$ cat config.mk
export PLATFORM = sky130hd
export DESIGN_NAME = prbs7_pattern_unit
export DESIGN_NICKNAME = d
export VERILOG_FILES = /design/src/rtl/prbs7_pkg.sv /design/src/rtl/prbs7_mode_dec.sv /design/src/rtl/prbs7_gen.sv /design/src/rtl/prbs7_chk.sv /design/src/rtl/prbs7_pulse_seq.sv /design/src/rtl/prbs7_pattern_unit.sv
export SDC_FILE = /design/constraint.sdc
export NUM_CORES = 1
export LEC_CHECK = 0
export CAP_MARGIN = 20
export CORE_MARGIN = 1.5
export CORE_UTILIZATION = 35
export CTS_CLUSTER_DIAMETER = 150
export DETAILED_ROUTE_END_ITERATION = 7
export PLACE_DENSITY_LB_ADDON = 0.2
export SETUP_SLACK_MARGIN = 0.15
export SYNTH_ARGS = -nofsm -noshare
export SYNTH_HDL_FRONTEND = slang
export SYNTH_SLANG_ARGS = --single-unit
$ cat constraint.sdc
create_clock -name clk -period 5 [get_ports clk]
set_clock_uncertainty 0.2 [all_clocks]
set_input_delay 1 -clock clk [delete_from_list [all_inputs] [get_ports clk]]
set_output_delay 1 -clock clk [all_outputs]
set_load 0.02 [all_outputs]
$ cat src/rtl/prbs7_pkg.sv
package prbs7_pkg;

    localparam int FIELD_W  = 3;
    localparam int LFSR_W   = 7;

    localparam logic [FIELD_W-1:0] TEST_ENABLE_CODE = 3'd5;
    localparam logic [FIELD_W-1:0] SEL_GEN_CODE     = 3'd1;
    localparam logic [FIELD_W-1:0] SEL_CHK_CODE     = 3'd4;

    // Decoded operating mode; at most one bit is ever set.
    typedef struct packed {
        logic gen_on;
        logic chk_on;
    } mode_sel_t;

    // Error pulse sequencer phases.
    typedef enum logic [1:0] {
        PS_IDLE  = 2'd0,
        PS_HIGH1 = 2'd1,
        PS_GAP   = 2'd2,
        PS_HIGH2 = 2'd3
    } pulse_phase_t;

    // History register: bit k holds the bit seen k+1 cycles ago.
    // Taps for x^7 + x^6 + 1 are the bits 7 and 6 cycles back.
    function automatic logic prbs7_predict(input logic [LFSR_W-1:0] hist);
        return hist[LFSR_W-1] ^ hist[LFSR_W-2];
    endfunction

    function automatic logic [LFSR_W-1:0] prbs7_shift(input logic [LFSR_W-1:0] hist,
                                                       input logic            new_bit);
        return {hist[LFSR_W-2:0], new_bit};
    endfunction

endpackage

$ cat src/rtl/prbs7_mode_dec.sv
module prbs7_mode_dec
    import prbs7_pkg::*;
(
    input  logic [FIELD_W-1:0] test_en_i,
    input  logic [FIELD_W-1:0] func_sel_i,
    output mode_sel_t          mode_o
);

    logic enabled;

    always_comb begin
        enabled       = (test_en_i == TEST_ENABLE_CODE);
        mode_o.gen_on = enabled && (func_sel_i == SEL_GEN_CODE);
        mode_o.chk_on = enabled && (func_sel_i == SEL_CHK_CODE);
    end

endmodule

$ cat src/rtl/prbs7_gen.sv
module prbs7_gen
    import prbs7_pkg::*;
#(
    parameter logic [LFSR_W-1:0] SEED = '1
) (
    input  logic clk,
    input  logic rst,
    input  logic active_i,
    input  logic restart_i,
    output logic bit_o
);

    logic [LFSR_W-1:0] state_q;
    logic              running_q;
    logic              next_bit;

    assign next_bit = prbs7_predict(state_q);

    always_ff @(posedge clk) begin
        if (rst) begin
            state_q   <= SEED;
            running_q <= 1'b0;
            bit_o     <= 1'b0;
        end else if (!active_i) begin
            running_q <= 1'b0;
            bit_o     <= 1'b0;
        end else if (restart_i) begin
            state_q   <= SEED;
            running_q <= 1'b1;
            bit_o     <= 1'b0;
        end else if (running_q) begin
            state_q   <= prbs7_shift(state_q, next_bit);
            bit_o     <= next_bit;
        end else begin
            bit_o     <= 1'b0;
        end
    end

endmodule

$ cat src/rtl/prbs7_chk.sv
module prbs7_chk
    import prbs7_pkg::*;
(
    input  logic clk,
    input  logic rst,
    input  logic active_i,
    input  logic rx_bit_i,
    output logic err_o
);

    localparam int FILL_W = $clog2(LFSR_W + 1);
    localparam logic [FILL_W-1:0] FILL_FULL = FILL_W'(LFSR_W);

    logic [LFSR_W-1:0] hist_q;
    logic [FILL_W-1:0] fill_q;
    logic              synced;

    assign synced = (fill_q == FILL_FULL);
    assign err_o  = active_i && synced && (rx_bit_i != prbs7_predict(hist_q));

    always_ff @(posedge clk) begin
        if (rst || !active_i) begin
            hist_q <= '0;
            fill_q <= '0;
        end else begin
            hist_q <= prbs7_shift(hist_q, rx_bit_i);
            if (!synced) begin
                fill_q <= fill_q + 1'b1;
            end
        end
    end

endmodule

$ cat src/rtl/prbs7_pulse_seq.sv
module prbs7_pulse_seq
    import prbs7_pkg::*;
#(
    parameter int PEND_W = 6
) (
    input  logic clk,
    input  logic rst,
    input  logic active_i,
    input  logic err_i,
    output logic pulse_o
);

    localparam logic [PEND_W-1:0] PEND_MAX = '1;

    pulse_phase_t      phase_q, phase_d;
    logic [PEND_W-1:0] pend_q,  pend_d;
    logic              take_pending;
    logic              queue_err;

    always_comb begin
        phase_d      = phase_q;
        take_pending = 1'b0;
        queue_err    = err_i;
        unique case (phase_q)
            PS_IDLE: begin
                if (pend_q != '0) begin
                    phase_d      = PS_HIGH1;
                    take_pending = 1'b1;
                end else if (err_i) begin
                    phase_d   = PS_HIGH1;
                    queue_err = 1'b0;
                end
            end
            PS_HIGH1: phase_d = PS_GAP;
            PS_GAP:   phase_d = PS_HIGH2;
            PS_HIGH2: phase_d = PS_IDLE;
            default:  phase_d = PS_IDLE;
        endcase

        pend_d = pend_q;
        if (take_pending && !queue_err) begin
            pend_d = pend_q - 1'b1;
        end else if (!take_pending && queue_err && pend_q != PEND_MAX) begin
            pend_d = pend_q + 1'b1;
        end
    end

    always_ff @(posedge clk) begin
        if (rst || !active_i) begin
            phase_q <= PS_IDLE;
            pend_q  <= '0;
        end else begin
            phase_q <= phase_d;
            pend_q  <= pend_d;
        end
    end

    assign pulse_o = (phase_q == PS_HIGH1) || (phase_q == PS_HIGH2);

endmodule

$ cat src/rtl/prbs7_pattern_unit.sv
module prbs7_pattern_unit
    import prbs7_pkg::*;
#(
    parameter logic [LFSR_W-1:0] SEED   = '1,
    parameter int                PEND_W = 6
) (
    input  logic               clk,
    input  logic               rst,
    input  logic               rx_bit_i,
    input  logic [FIELD_W-1:0] test_en_i,
    input  logic [FIELD_W-1:0] func_sel_i,
    input  logic               start_ctl_i,
    output logic               tx_bit_o,
    output logic               mode_ok_o
);

    mode_sel_t mode;
    logic      start_q;
    logic      start_fall;
    logic      gen_bit;
    logic      chk_err;
    logic      chk_pulse;

    prbs7_mode_dec u_dec (
        .test_en_i  (test_en_i),
        .func_sel_i (func_sel_i),
        .mode_o     (mode)
    );

    // Start control: a high sample followed by a low sample.
    always_ff @(posedge clk) begin
        if (rst) begin
            start_q <= 1'b0;
        end else begin
            start_q <= start_ctl_i;
        end
    end

    assign start_fall = start_q && !start_ctl_i;

    prbs7_gen #(.SEED(SEED)) u_gen (
        .clk       (clk),
        .rst       (rst),
        .active_i  (mode.gen_on),
        .restart_i (start_fall),
        .bit_o     (gen_bit)
    );

    prbs7_chk u_chk (
        .clk      (clk),
        .rst      (rst),
        .active_i (mode.chk_on),
        .rx_bit_i (rx_bit_i),
        .err_o    (chk_err)
    );

    prbs7_pulse_seq #(.PEND_W(PEND_W)) u_pulse (
        .clk      (clk),
        .rst      (rst),
        .active_i (mode.chk_on),
        .err_i    (chk_err),
        .pulse_o  (chk_pulse)
    );

    always_comb begin
        mode_ok_o = mode.gen_on || mode.chk_on;
        tx_bit_o  = 1'b0;
        if (mode.gen_on) begin
            tx_bit_o = gen_bit;
        end else if (mode.chk_on) begin
            tx_bit_o = chk_pulse;
        end
    end

endmodule

# == After elaboration in Yosys (flattened, before gate mapping) ==
# Index checks and enable logic that the tools add are counted.
# op_classes
eq_ne,10
reduce_logical,22
add_sub_neg,3
muxes,13
bitwise_logic,4
# ops
operator,count
7-bit 2-to-1 mux,2
6-bit 2-to-1 mux,2
"3-bit == test, second input constant",3
1-bit logical AND,8
2-bit case mux with 4 select lines,1
"6-bit by 1-bit adder with 6-bit output, second input constant",1
1-bit 2-to-1 mux,6
"6-bit != test, second input constant",1
6-bit nonzero test,1
"6-bit by 1-bit subtractor with 6-bit output, second input constant",1
"2-bit == test, second input constant",2
1-bit zero test,4
2-bit 2-to-1 mux,2
2-bit nonzero test,2
4-bit OR reduction,1
"3-bit by 1-bit adder with 3-bit output, second input constant",1
"3-bit by 1-bit == test with 1-bit output, second input constant",1
1-bit logical OR,3
"3-bit by 1-bit != test with 1-bit output, second input constant",1
"2-bit by 1-bit == test with 1-bit output, second input constant",1
2-bit zero test,1
1-bit NOT,2
2-bit AND reduction,1
2-bit OR reduction,1
other kinds (2),3
# word_totals
register_bits,28
input_bits,10
elab_cells,60
output_inout_bits,2

# == Longest topological paths before layout ==
# Gate-level depths: netlist of run 1.
# logic_depth
word_depth,10
ltp_mapped,12

# == Hierarchy ==
# A second synthesis of run 1 with hierarchy kept.
# unflattened
hier_cells,144
hier_area_um2,1367.6
# by_module_without_submodules
module,cells_each,instances,seq_area_each_um2,area_per_inst_um2
prbs7_pulse_seq,73,1,160.2,605.6
prbs7_chk,30,1,200.2,354.1
prbs7_gen,31,1,180.2,330.3
prbs7_pattern_unit,7,1,20.0,51.3
prbs7_mode_dec,3,1,0.0,26.3

# == Worst setup path before layout of run 1 ==
# OpenSTA, ideal clock, no wires.
# synth_timing
path_kind,input -> output
startpoint,in func_sel_i[1]
endpoint,out tx_bit_o
t_required_ps,3800
arrival_time_ps,2145
setup_slack_ps,1655
cell_stages,3
cell_sequence,nand4bb_1 or2_2 o21ai_0
# synth_via
elab_chain_cells,4
word_cells_on_any_way,6
classes_between,eq/ne (2); mux (2); reduce/logical (2)
# synth_rtl
item,line_no,text
"start, declared",prbs7_pattern_unit.sv:11,"input logic [FIELD_W-1:0] func_sel_i,"
3-bit == test,prbs7_mode_dec.sv:14,mode_o.chk_on = enabled && (func_sel_i == SEL_CHK_CODE);
1-bit logical AND,prbs7_mode_dec.sv:14,
1-bit 2-to-1 mux,prbs7_pattern_unit.sv:70,end else if (mode.chk_on) begin
1-bit 2-to-1 mux *,prbs7_pattern_unit.sv:68,if (mode.gen_on) begin
"end, declared",prbs7_pattern_unit.sv:13,"output logic tx_bit_o,"
# Mark *: on every way between the ends. The rest lies on a longest branch, timed or not.

# == Worst setup path in the final report of run 1 ==
# Ends and elaborated chain as after synthesis.

==> qor.yml, run 1 <==
yosys:
  yosysWarnings: 0
  synth_nets: 157
  synth_area_per_cell_um2: 9.52
  mappedNetlistArea_mm2: 0.00132
  synthCells: 139
  synth_edf_count: 0
  async_flop_share_pct: 0
  synth_flop_cell: "dfxtp_1"
  yosysSeqAreaShare_pct: 42.3
  ys_types: 32
  ys_ff_latch: 28
cts:
  holdBufCountCts: 0
  clock_sinks: 28
  clockBufferDepth: 2
  cts-resized-gates: 0
  path_clk_slew_ns: 0.09
  cts_tree: "built"
  htreeDepth: 1
  insertion_delay_ns: 0.28
  numCtsBuffers: 3
  root_buffer: "clkbuf_8"
  cts_setup_buffers: 0
finish:
  syn_to_final_growth_pct: 17.7
  n_antenna_cell: 0
  nNetsFinal: 171
  layout-drive-gt1-share_pct: 5.26
  stdcell_count: 200
  finalInstanceArea_mm2: 0.00156
  layout_common_cells: "dfxtp_1 (28), nor2_1 (18), clkdlybuf4s50_1 (11)"
  fin_util_pct: 42.9
  mostFrequentLayoutCell: "dfxtp_1"
sta:
  hold_slack_ns: 0.233
  period_needed_ns: 4.10
  worst_pin_slew_ns: 0.643
  fin_setup_tns_ns: 0
  timing.slew.headroom_pct: 57.0
  finalCritPeriodShare_pct: 82.1
  rsz0062_at_grt: "false"
  max_clock_freq_mhz: 244
  setup_violations: 0
  hold_viol: 0
  slew_violations: 0
worst_hold_path:
  hold_class: "reg -> reg"
floorplan:
  die_h_um: 64.5
  io_pins: 12
  core_mm2: 0.00363
  fp-row-count: 22
  die_x_um: 64.5
  die-area_mm2: 0.00416
  initial_core_util_pct: 36.4
job:
  cap_violations: 0
placement:
  port_buffers: 11
  dpl.hpwl_mm: 1.65
  finalWeightedCongestion: 0.850
  placed_area_mm2: 0.00149
  place_inst: 196
route:
  drt-initial-drc-count: 44
  wl_per_cell_um: 11.4
  wirelength_mm: 2.28
  ant_nets: 0
  dr.pass1.iters: 4
  via_count: 981
  viasPerCell: 4.91
  drc: 0
setup_path:
  crit_arrival_ns: 2.90
  cp_data_required_time_ns: 3.80
  cpPeakStageDelay_ns: 0.63
  crit_path_max_fanout: 5
  critPathCaptureType: "output port"
  crit_top_cell: "clkdlybuf4s50_1"
  cp_slowest_cell: "clkdlybuf4s50_1"
  crit_path_start_kind: "primary input"
  crit_chain: "clkdlybuf4s50_1 > nand4bb_1 > or2_2 > o21ai_0 > clkdlybuf4s50_1"
  crit_type: "in -> out"
power:
  powerDensity_mw_per_mm2: 268
  ir_worst_vdd_mv: 0.157
  cellLeakagePower_uw: 0.000619
grt:
  grt_pass1_vias: 938
  grt_overflow: 0
  antenna_found_initial: 0
  grt_use_total_pct: 12.3
  grt_pass1_wl_mm: 4.03
  grt_start_max_net_pins: 17
outcome:
  outcome: "finished, final reports clean"
==> state kept, by name, summed over array words and instances (netlist names) <==
signal           count
u_pulse.phase_q      2
u_chk.fill_q         3
u_gen.bit_o          1
start_q              1
u_gen.state_q        7
u_pulse.pend_q       6
u_chk.hist_q         7
u_gen.running_q      1
==> final timing paths <==
check / end / from / cells after the start / slack [ns]
worst max-delay path: tx_bit_o / func_sel_i[1] / 5 / 0.90
worst min-delay path: u_chk.hist_q[5]$_SDFF_PP0_ / u_chk.hist_q[4]$_SDFF_PP0_ / 1 / 0.23
worst min register to register: u_chk.hist_q[5]$_SDFF_PP0_ / u_chk.hist_q[4]$_SDFF_PP0_ / 1 / 0.23
worst max register to register: u_pulse.pend_q[2]$_SDFFE_PP0P_ / u_chk.hist_q[5]$_SDFF_PP0_ / 9 / 2.05
==> power by group <==
| part | total, uW | internal, uW | switching (uW) |
|---|---|---|---|
| Sequential | 224 | 223 | 0.221 |
| Combinational | 14.6 | 9.24 | 5.37 |
| Clock | 180 | 107 | 72.7 |
| Total | 418 | 340 | 78.3 |
==> kinds of logic (layout without fill, tap and decap cells) <==
| kind of cell | after synthesis | after routing | share of synthesized area (%) |
|---|---|---|---|
| buf+inv | 6 | 19 | 1.70 |
| fa+ha+maj | 8 | 8 | 7.56 |
| compound gates | 20 | 20 | 10.1 |
| flops | 28 | 28 | 42.3 |
| xor+xnor | 8 | 8 | 6.33 |
| mux | 7 | 7 | 5.29 |
| simple gates | 62 | 62 | 26.7 |
==> through the flow <==
| stage | setup slack [ns] | power (uW) |
|---|---|---|
| after floorplan | 1.65 | 235 |
| after global placement | 0.915 | 243 |
| after detailed placement | 0.884 | 244 |
| after CTS | 0.888 | 424 |
| after global routing | 0.721 | 436 |
| final | 0.896 | 418 |
==> worst max-delay path: cells and delay by family <==
| family | cells | cell delay (ns) |
|---|---|---|
| AO/OA/AOI/OAI | 1 | 0.18 |
| buffers and inverters | 2 | 1.02 |
| AND/OR/NAND/NOR | 2 | 0.70 |
==> metal layers <==
layer	wire length [um]	GRT usage, %
met5	0	0
met4	18	3.19
met3	85	4.17
met2	1050	21.5
met1	1120	14.3
==> cell usage after synthesis, drive strengths merged, types with 4 or more instances <==
library cell   n  area share [%]
dfxtp         28              42
nor2          18             5.1
ha             8             7.6
nor3           8             3.0
and2           7             3.3
mux2i          7             5.3
xor2           6             4.0
o21bai         5             2.8
a211oi         4             2.3
inv            4             1.1
nand2          4             1.1
nand2b         4             1.9
o21ai          4             1.5
or3            4             1.9
==> cell type report <==
class	count	area, um^2
fillers	372	2080
flip-flops and latches	28	561
well taps	48	60.1
repair buffers	11	110
inverters	4	15.0
clock inverters	1	30.0
clock buffers	3	41.3
multi-input cells	105	741
(Power assumes the default switching activity.)
==> inputs of run 2 (changes only) <==
==> constraint.sdc (replaced) <==
create_clock -name clk -period 3.9 [get_ports clk]
set_clock_uncertainty 0.2 [all_clocks]
set_input_delay 0.78 -clock clk [delete_from_list [all_inputs] [get_ports clk]]
set_output_delay 0.78 -clock clk [all_outputs]
set_load 0.02 [all_outputs]
==> qor.yml, run 2 (synthesis gave the netlist of run 1 again) <==
power:
  ir_worst_vdd_mv: 0.212
  cellLeakagePower_uw: 0.000626
  powerDensity_mw_per_mm2: 340
sta:
  hold_viol: 0
  period_needed_ns: 3.67
  slew_violations: 0
  rsz0062_at_grt: "false"
  timing.slew.headroom_pct: 66.4
  max_clock_freq_mhz: 272
  fin_ws_ns: 0.227
  setup_violations: 0
  fin_setup_tns_ns: 0
  finalCritPeriodShare_pct: 94.2
  worst_pin_slew_ns: 0.502
cts:
  cts_tree: "built"
  holdBufCountCts: 0
  numCtsBuffers: 3
  insertion_delay_ns: 0.27
  path_clk_slew_ns: 0.09
  root_buffer: "clkbuf_8"
  clockBufferDepth: 2
  htreeDepth: 1
  clock_sinks: 28
placement:
  finalWeightedCongestion: 0.879
  pre_cts_ws_ns: 0.207
  dpl.hpwl_mm: 1.77
  port_buffers: 11
setup_path:
  crit_path_start_kind: "primary input"
  crit_path_max_fanout: 5
  cpPeakStageDelay_ns: 0.59
  cp_data_required_time_ns: 2.92
  crit_family: "buffers and inverters"
  critPathCaptureType: "output port"
  crit_buf_inv: 2
  crit_arrival_ns: 2.69
  crit_type: "in -> out"
  crit_top_cell: "clkdlybuf4s50_1"
  cp_slowest_cell: "clkdlybuf4s50_1"
  crit_chain: "clkdlybuf4s50_1 > nand4bb_2 > or3b_2 > nand2_1 > clkdlybuf4s50_1"
route:
  via_count: 988
  ant_nets: 0
  wl_per_cell_um: 11.8
  viasPerCell: 4.92
  dr.pass1.iters: 4
  drt-initial-drc-count: 52
  drc: 0
  wirelength_mm: 2.37
floorplan:
  io_pins: 12
  die-area_mm2: 0.00416
  die_h_um: 64.5
  die_x_um: 64.5
  fp-row-count: 22
  initial_core_util_pct: 36.4
  core_mm2: 0.00363
grt:
  grt_pass1_vias: 996
  antenna_found_initial: 0
  grt_overflow: 0
  grt_start_max_net_pins: 17
  grt_pass1_wl_mm: 4.34
  grt_use_total_pct: 13.1
finish:
  layout_common_cells: "dfxtp_1 (28), nor2_1 (18), clkdlybuf4s50_1 (11)"
  layout-drive-gt1-share_pct: 6.54
  syn_to_final_growth_pct: 18.6
  nFillCells: 381
  nNetsFinal: 172
  n_antenna_cell: 0
  top_regs: "u_chk.hist_q x7, u_gen.state_q x7, u_pulse.pend_q x6"
  mostFrequentLayoutCell: "dfxtp_1"
outcome:
  outcome: "finished, final reports clean"
worst_hold_path:
  hold_class: "reg -> reg"
job:
  cap_violations: 0
-- run 2: changes by cell type in the layout (fill, tap and decap cells not counted), sizes merged --
cell,before,now
buf,0,1
-- run 2: metal layers --
layer / GRT usage, % / part of all wire (%)
met1: 16.3 / 47
met5: 0 / 0
met3: 4.17 / 3.3
met2: 22.3 / 49
met4: 2.39 / 0.76
-- run 2: cell type report --
type	count	area (um^2)	area share (%)
well taps	48	60.1	3.82
flip-flops and latches	28	561	35.7
clock inverters	1	30.0	1.91
multi-input cells	105	746	47.5
inverters	4	15.0	0.956
clock buffers	3	41.3	2.63
repair buffers	12	118	7.49
-- run 2: worst paths after layout --
path,startpoint,endpoint,slack (ns),depth (start not counted)
worst max register to register,u_pulse.phase_q[0]$_SDFFE_PP0P_,u_pulse.pend_q[4]$_SDFFE_PP0P_,1.32,12
worst min-delay path,u_chk.hist_q[1]$_SDFF_PP0_,u_chk.hist_q[2]$_SDFF_PP0_,0.24,1
worst min register to register,u_chk.hist_q[1]$_SDFF_PP0_,u_chk.hist_q[2]$_SDFF_PP0_,0.24,1
worst max-delay path,func_sel_i[1],mode_ok_o,0.23,5
-- run 2: report_power, final --
group	switching (uW)	internal (uW)	total (uW)
Sequential	0.337	286	287
Combinational	7.59	12.2	19.8
Clock	90.6	137	228
Total	98.5	436	535
-- run 2: timing repair --
action / 4_1_cts / 5_1_grt
resized for setup: 0 / 1
setup buffers: 0 / 0
setup endpoints to repair: 0 / 2
-- run 2: per-stage QoR --
stage	hold WS, ns	instance area, um^2	total power (uW)	util (%)	instances
2_1_floorplan	0.206	1320	301	-	139
3_3_place_gp	0.212	1490	312	41.1	197
3_5_place_dp	0.221	1490	312	41.1	197
4_1_cts	0.245	1570	540	43.1	201
5_1_grt	0.268	1570	554	43.2	201
6_report	0.239	1570	535	43.2	201
